`src/rtl/optdet_pkg.sv`:
```
package optdet_pkg;

   // Number of clock cycles of unbroken match needed before presence is declared
   function automatic int unsigned hold_cycles(input int unsigned periods,
                                               input int unsigned div_log2);
      return periods << div_log2;
   endfunction

   // Width of a counter that must reach (n - 1)
   function automatic int unsigned cnt_width(input int unsigned n);
      return (n <= 2) ? 1 : $clog2(n);
   endfunction

endpackage

```
`src/rtl/optdet_ref_div.sv`:
```
module optdet_ref_div #(
   parameter int unsigned DIV_LOG2 = 3
) (
   input  logic clk,
   input  logic rst,
   output logic ref_o
);
   localparam int unsigned HALF = 1 << (DIV_LOG2 - 1);
   localparam int unsigned RUN_W = optdet_pkg::cnt_width(HALF + 2);

   logic [DIV_LOG2-1:0] phase_q;

   // Divider advances on the falling edge, so the rising-edge samplers see a settled level
   always_ff @(negedge clk) begin
      if (rst) phase_q <= '0;
      else     phase_q <= phase_q + 1'b1;
   end

   assign ref_o = phase_q[DIV_LOG2-1];

   // Checker: run length of the reference as seen by rising-edge logic
   logic             prev_ref_q;
   logic [RUN_W-1:0] run_q;

   always_ff @(posedge clk) begin
      if (rst) begin
         prev_ref_q <= 1'b0;
         run_q      <= '0;
      end else begin
         prev_ref_q <= ref_o;
         if (ref_o != prev_ref_q) run_q <= RUN_W'(1);
         else if (run_q <= RUN_W'(HALF)) run_q <= run_q + 1'b1;
      end
   end

   a_r1_half_period: assert property (@(posedge clk) disable iff (rst)
      run_q <= RUN_W'(HALF))
      else $error("reference run longer than half period");

endmodule

```
`src/rtl/optdet_cond.sv`:
```
module optdet_cond #(
   parameter int unsigned SYNC_STAGES = 2,
   parameter int unsigned FILT_LEN    = 2
) (
   input  logic clk,
   input  logic rst,
   input  logic raw_i,
   output logic lvl_o
);
   logic [SYNC_STAGES-1:0] sync_q;
   logic                   synced;

   always_ff @(posedge clk) begin
      if (rst) sync_q <= '0;
      else     sync_q <= {sync_q[SYNC_STAGES-2:0], raw_i};
   end

   assign synced = sync_q[SYNC_STAGES-1];

   generate
      if (FILT_LEN <= 1) begin : g_nofilt
         logic lvl_q;
         always_ff @(posedge clk) begin
            if (rst) lvl_q <= 1'b0;
            else     lvl_q <= synced;
         end
         assign lvl_o = lvl_q;
      end else begin : g_filt
         logic [FILT_LEN-1:0] hist_q;
         logic                lvl_q;

         always_ff @(posedge clk) begin
            if (rst) begin
               hist_q <= '0;
               lvl_q  <= 1'b0;
            end else begin
               hist_q <= {hist_q[FILT_LEN-2:0], synced};
               if (&hist_q)       lvl_q <= 1'b1;
               else if (~|hist_q) lvl_q <= 1'b0;
            end
         end
         assign lvl_o = lvl_q;

         // the filtered level only moves to a value held by the whole history window
         a_r8_filter_run: assert property (@(posedge clk) disable iff (rst)
            (lvl_q != $past(lvl_q)) |-> ($past(hist_q) == {FILT_LEN{lvl_q}}))
            else $error("filter output changed without a full agreeing run");
      end
   endgenerate

endmodule

```
`src/rtl/optdet_chan.sv`:
```
module optdet_chan #(
   parameter int unsigned HOLD = 32
) (
   input  logic clk,
   input  logic rst,
   input  logic sense_i,
   input  logic ref_i,
   output logic present_o
);
   localparam int unsigned CNT_W = optdet_pkg::cnt_width(HOLD);
   localparam int unsigned RUN_W = CNT_W + 1;

   logic             smp_sense_q;
   logic             smp_ref_q;
   logic             mismatch;
   logic [CNT_W-1:0] cnt_q;
   logic             present_q;

   // Both levels are captured on the same rising edge
   always_ff @(posedge clk) begin
      if (rst) begin
         smp_sense_q <= 1'b0;
         smp_ref_q   <= 1'b0;
      end else begin
         smp_sense_q <= sense_i;
         smp_ref_q   <= ref_i;
      end
   end

   assign mismatch = smp_sense_q ^ smp_ref_q;

   always_ff @(posedge clk) begin
      if (rst || mismatch) begin
         cnt_q     <= '0;
         present_q <= 1'b0;
      end else if (!present_q) begin
         if (cnt_q == CNT_W'(HOLD - 1)) present_q <= 1'b1;
         else                           cnt_q     <= cnt_q + 1'b1;
      end
   end

   assign present_o = present_q;

   // Checker: consecutive matched cycles, saturating
   logic [RUN_W-1:0] run_q;
   always_ff @(posedge clk) begin
      if (rst || mismatch) run_q <= '0;
      else if (run_q < RUN_W'(HOLD)) run_q <= run_q + 1'b1;
   end

   a_r3_mismatch_drops: assert property (@(posedge clk) disable iff (rst)
      mismatch |=> !present_o)
      else $error("presence survived a mismatch");

   a_r4_no_early_rise: assert property (@(posedge clk) disable iff (rst)
      $rose(present_o) |-> ($past(run_q) >= RUN_W'(HOLD - 1)))
      else $error("presence rose before a full matched window");

   a_r4_hold_high: assert property (@(posedge clk) disable iff (rst)
      (present_o && !mismatch) |=> present_o)
      else $error("presence dropped without a mismatch");

endmodule

```
`src/rtl/optical_presence_detector.sv`:
```
module optical_presence_detector #(
   parameter int unsigned NUM_CH        = 3,
   parameter int unsigned DIV_LOG2      = 3,
   parameter int unsigned MATCH_PERIODS = 4,
   parameter int unsigned SYNC_STAGES   = 2,
   parameter int unsigned FILT_LEN      = 2
) (
   input  logic              clk,
   input  logic              rst,
   input  logic [NUM_CH-1:0] sense_in,
   output logic              emitter_ref,
   output logic [NUM_CH-1:0] present
);
   localparam int unsigned HOLD = optdet_pkg::hold_cycles(MATCH_PERIODS, DIV_LOG2);

   generate
      if (NUM_CH < 1)        begin : g_bad_ch   $error("NUM_CH must be at least 1");        end
      if (DIV_LOG2 < 1)      begin : g_bad_div  $error("DIV_LOG2 must be at least 1");      end
      if (MATCH_PERIODS < 1) begin : g_bad_mp   $error("MATCH_PERIODS must be at least 1"); end
      if (SYNC_STAGES < 2)   begin : g_bad_sync $error("SYNC_STAGES must be at least 2");   end
   endgenerate

   logic ref_lvl;

   optdet_ref_div #(.DIV_LOG2(DIV_LOG2)) u_div (
      .clk   (clk),
      .rst   (rst),
      .ref_o (emitter_ref)
   );

   // The reference takes the same conditioning path as the sensors, to match latency
   optdet_cond #(.SYNC_STAGES(SYNC_STAGES), .FILT_LEN(FILT_LEN)) u_ref_cond (
      .clk   (clk),
      .rst   (rst),
      .raw_i (emitter_ref),
      .lvl_o (ref_lvl)
   );

   generate
      for (genvar ch = 0; ch < NUM_CH; ch++) begin : g_ch
         logic sense_lvl;

         optdet_cond #(.SYNC_STAGES(SYNC_STAGES), .FILT_LEN(FILT_LEN)) u_cond (
            .clk   (clk),
            .rst   (rst),
            .raw_i (sense_in[ch]),
            .lvl_o (sense_lvl)
         );

         optdet_chan #(.HOLD(HOLD)) u_chan (
            .clk       (clk),
            .rst       (rst),
            .sense_i   (sense_lvl),
            .ref_i     (ref_lvl),
            .present_o (present[ch])
         );
      end
   endgenerate

   // one cycle after reset is seen, all flags and the reference are low
   logic rst_seen_q;
   always_ff @(posedge clk) rst_seen_q <= rst;

   a_r7_reset_clears: assert property (@(posedge clk)
      rst_seen_q |-> (present == '0 && emitter_ref == 1'b0))
      else $error("state not cleared by reset");

endmodule

```
`config.mk`:
```
export PLATFORM = sky130hd
export DESIGN_NAME = optical_presence_detector
export DESIGN_NICKNAME = d
export VERILOG_FILES = /design/src/rtl/optdet_pkg.sv /design/src/rtl/optdet_ref_div.sv /design/src/rtl/optdet_cond.sv /design/src/rtl/optdet_chan.sv /design/src/rtl/optical_presence_detector.sv
export SDC_FILE = /design/constraint.sdc
export NUM_CORES = 1
export LEC_CHECK = 0
export BUFFER_PORTS_ARGS = -buffer_cell sky130_fd_sc_hd__buf_2
export CAP_MARGIN = 10
export CORE_UTILIZATION = 52
export DETAILED_ROUTE_END_ITERATION = 10
export PLACE_DENSITY = 0.72
export SYNTH_ARGS = -nofsm -noshare
export SYNTH_HDL_FRONTEND = slang
export SYNTH_SLANG_ARGS = --single-unit
```
`constraint.sdc`:
```
create_clock -name clk -period 1.8 [get_ports clk]
set_clock_uncertainty 0.2 [all_clocks]
set_input_delay 0.27 -clock clk [delete_from_list [all_inputs] [get_ports clk]]
set_output_delay 0.27 -clock clk [all_outputs]
set_load 0.01 [all_outputs]
```
==> flow_metrics.env <==
export IMPL_slowest_stage="dfxtp_2"
export IMPL_nets=193
export IMPL_core_rowCount=19
export IMPL_hpwl_um=1610
export IMPL_cts_tree="built"
export IMPL_grt_pass1_wl_um=4430
export IMPL_multi_input_area_sq_um=759
export IMPL_ant_nets=0
export IMPL_die_w_um=57.9
export IMPL_core_region_area_sq_um=2850
export IMPL_comb_power_share_pct=5.8
export IMPL_area_growth_pct=18.9
export IMPL_final_seq_area_sq_um=908
export IMPL_ys_seq_area_share_pct=55.5
export IMPL_worst_skew_pair_late_latency_ns=0.40
export IMPL_vias=1082
export IMPL_ys_ff_latch=45
export IMPL_wire_per_inst_um=11.6
export IMPL_drive_gt1_share_pct=24.2
export IMPL_viasPerCell=5.18
export IMPL_route_detailed_drc=1
export IMPL_synth_area_per_cell_sq_um=10.5
export IMPL_ys_types=18
export IMPL_tightest_slew_ns=0.277
export IMPL_first_pass_iters=7
export IMPL_power_frac_seq_pct=61.2
export IMPL_place_gp_congestion=0.730
export IMPL_finalSetupTns_ns=-0.399
export IMPL_p_sw_share_pct=22.6
export IMPL_ctsLongestPathBuffers=2
export IMPL_syn_inst=155
export IMPL_antenna_found_initial=0
export IMPL_setup_viol=2
export IMPL_startpoint_type="flip-flop"
export IMPL_max_stage_delay_ns=0.32
export IMPL_hp_class="primary input to flip-flop"
export IMPL_required_ns=1.33
export IMPL_crit_family="flip-flops"
export IMPL_diodes=0
export IMPL_cp_num_buf_inv=1
export IMPL_final_setup_worst_slack_ns=-0.398
export IMPL_power_internal_w=0.00133
export IMPL_max_cap_viol_count=0
export IMPL_critPathCaptureType="output port"
export IMPL_critical_path_arrival_ns=1.73
export IMPL_p_clk_share_pct=33.0
export IMPL_die_h_um=57.9
export IMPL_cts_buffers=5
export IMPL_clk_pin_slew_worst_paths_ns=0.13
export IMPL_start_util_pct=56.9
export IMPL_violations="DRC, setup timing"
export IMPL_grt_overflow=0
export IMPL_layout_cells_most_common="dfxtp_1"
export IMPL_grt_start_max_net_pins=25
export IMPL_path_cells="buf_6"
export IMPL_rsz0062_at_grt="true"
export IMPL_ir_drop_v=0.000606
export IMPL_p_sw_w=0.000388
export IMPL_final_cell_mix="39 x dfxtp_1, 21 x nor2b_1, 16 x nor2_1"
export IMPL_dieArea_sq_um=3350
export IMPL_hold_viol=0
export IMPL_routed_wl_um=2410
export IMPL_port_buffers=8
export IMPL_slew_violations=0
export IMPL_cts_sinks=45
export IMPL_criticalPathCategory="flip-flop to output port"
export IMPL_fin_util_pct=67.7
export IMPL_ys_warnings_count=0
export IMPL_syn_num_nets=171
export IMPL_power_density_nw_per_um2=889
export IMPL_relSlewSlack_pct=81.5
export IMPL_synthesis_area_sq_um=1620
export IMPL_grt_total_usage_pct=17.5
export IMPL_drt_iter0_drc=38
export IMPL_grt_pass1_vias=1123
export IMPL_ios=9
export IMPL_h_tree_depth=2
export IMPL_cellLeakagePower_nw=0.785
export IMPL_critical_path_max_fanout=2
export IMPL_fillers=248
export IMPL_root_buffer="clkbuf_4"
export IMPL_status="finished, violations left"
-- per-layer routing --
| layer | global-route usage (%) | share of wire, % | vias up |
|---|---|---|---|
| li1 | - | - | 560 |
| met1 | 18.4 | 47 | 503 |
| met2 | 31.2 | 47 | 13 |
| met3 | 6.70 | 3.4 | 6 |
| met4 | 7.14 | 2.0 | 0 |
| met5 | 0 | 0 | - |
-- what timing repair did --
action / 4_1_cts / 5_1_grt
resized for setup: 11 / 10
hold buffers: 4 / 0
pin swaps: 3 / 5
hold endpoints to repair: 6 / 0
setup buffers: 1 / 0
endpoints found under the setup margin: 8 / 9
-- synth_stat cells --
| cell | count | area [sq um] |
|---|---|---|
| mux2i_1 | 4 | 40.0 |
| nand3_1 | 3 | 15.0 |
| dfxtp_1 | 45 | 901 |
| nand2b_1 | 3 | 18.8 |
| nor2_1 | 18 | 67.6 |
| a21oi_1 | 9 | 45.0 |
| ha_1 | 11 | 138 |
| clkbuf_1 | 3 | 11.3 |
| o21ai_0 | 6 | 30.0 |
| buf_4 | 3 | 22.5 |
| o31ai_1 | 3 | 22.5 |
| nand2_1 | 6 | 22.5 |
| and3_2 | 3 | 22.5 |
| xnor2_1 | 10 | 87.6 |
| nor2b_1 | 21 | 131 |
| inv_1 | 1 | 3.75 |
| nor3b_1 | 3 | 22.5 |
| or4_1 | 3 | 22.5 |
-- final cells by class --
type                            count  area share [%]
Clock buffer                        7            3.37
Clock inverter                      4            1.04
Multi-Input combinational cell    103            39.3
Sequential cell                    45            47.1
Tap cell                           31            2.01
Timing Repair Buffer               19            7.19
-- power groups by stage --
stage	Sequential (W)	Clock [W]	Combinational, W
floorplan	0.00107	0.0000139	0.0000618
global placement	0.00107	0.0000139	0.0000835
detailed placement	0.00107	0.0000139	0.0000883
CTS	0.00105	0.000589	0.000101
global route	0.00106	0.000637	0.000116
finish	0.00105	0.000566	0.000100
-- worst register-to-register path, delay by kind of cell (launching register included) --
kind,cells,cell delay [ns]
buf+inv,1,0.13
flops,1,0.32
simple gates,1,0.11
-- worst paths after layout --
path | start | endpoint | slack (ns) | cells past startpoint
hold / removal | rst | g_ch[1].u_chan.smp_ref_q | 0.18 | 3
setup / recovery | u_div.phase_q[2] | emitter_ref | -0.40 | 1
setup reg to reg | u_div.phase_q[2] | u_ref_cond.sync_q[0] | 0 | 2
hold reg to reg | u_div.phase_q[0] | u_div.phase_q[0] | 0.21 | 1
-- cells by family (layout without fill, tap and decap cells) --
kind of cell | Yosys count | count (layout) | synth area share (%)
AO/OA/AOI/OAI | 18 | 18 | 6.01
AND/OR/NAND/NOR | 60 | 60 | 19.9
buffers and inverters | 7 | 30 | 2.31
adder cells (fa/ha/maj) | 11 | 11 | 8.47
flip-flops | 45 | 45 | 55.5
XOR/XNOR | 10 | 10 | 5.39
multiplexers | 4 | 4 | 2.47
-- registers in the layout (all words and copies together), names as in the netlist --
| signal | count |
|---|---|
| g_ch.u_chan.smp_ref_q | 1 |
| u_ref_cond.lvl_o | 1 |
| g_ch.u_chan.smp_sense_q | 3 |
| g_ch.u_chan.present_o | 3 |
| g_ch.u_cond.lvl_o | 3 |
| g_ch.u_cond.sync_q | 6 |
| g_ch.u_cond.g_filt.hist_q | 6 |
| u_ref_cond.sync_q | 2 |
| u_ref_cond.g_filt.hist_q | 2 |
| g_ch.u_chan.cnt_q | 15 |
| u_div.phase_q | 3 |
-- stage by stage --
stage               setup WS, ns  cells  power [W]  hold WS, ns  instance area, sq um
global route              -0.439    209    0.00181        0.180                  1930
floorplan                 0.0233    155    0.00114        0.190                  1630
finish                    -0.398    209    0.00172        0.175                  1930
global placement         -0.0331    194    0.00116        0.199                  1720
CTS                       -0.407    209    0.00174        0.171                  1890
detailed placement       -0.0561    194    0.00117        0.209                  1720
Power figures use the tool's default switching activity.
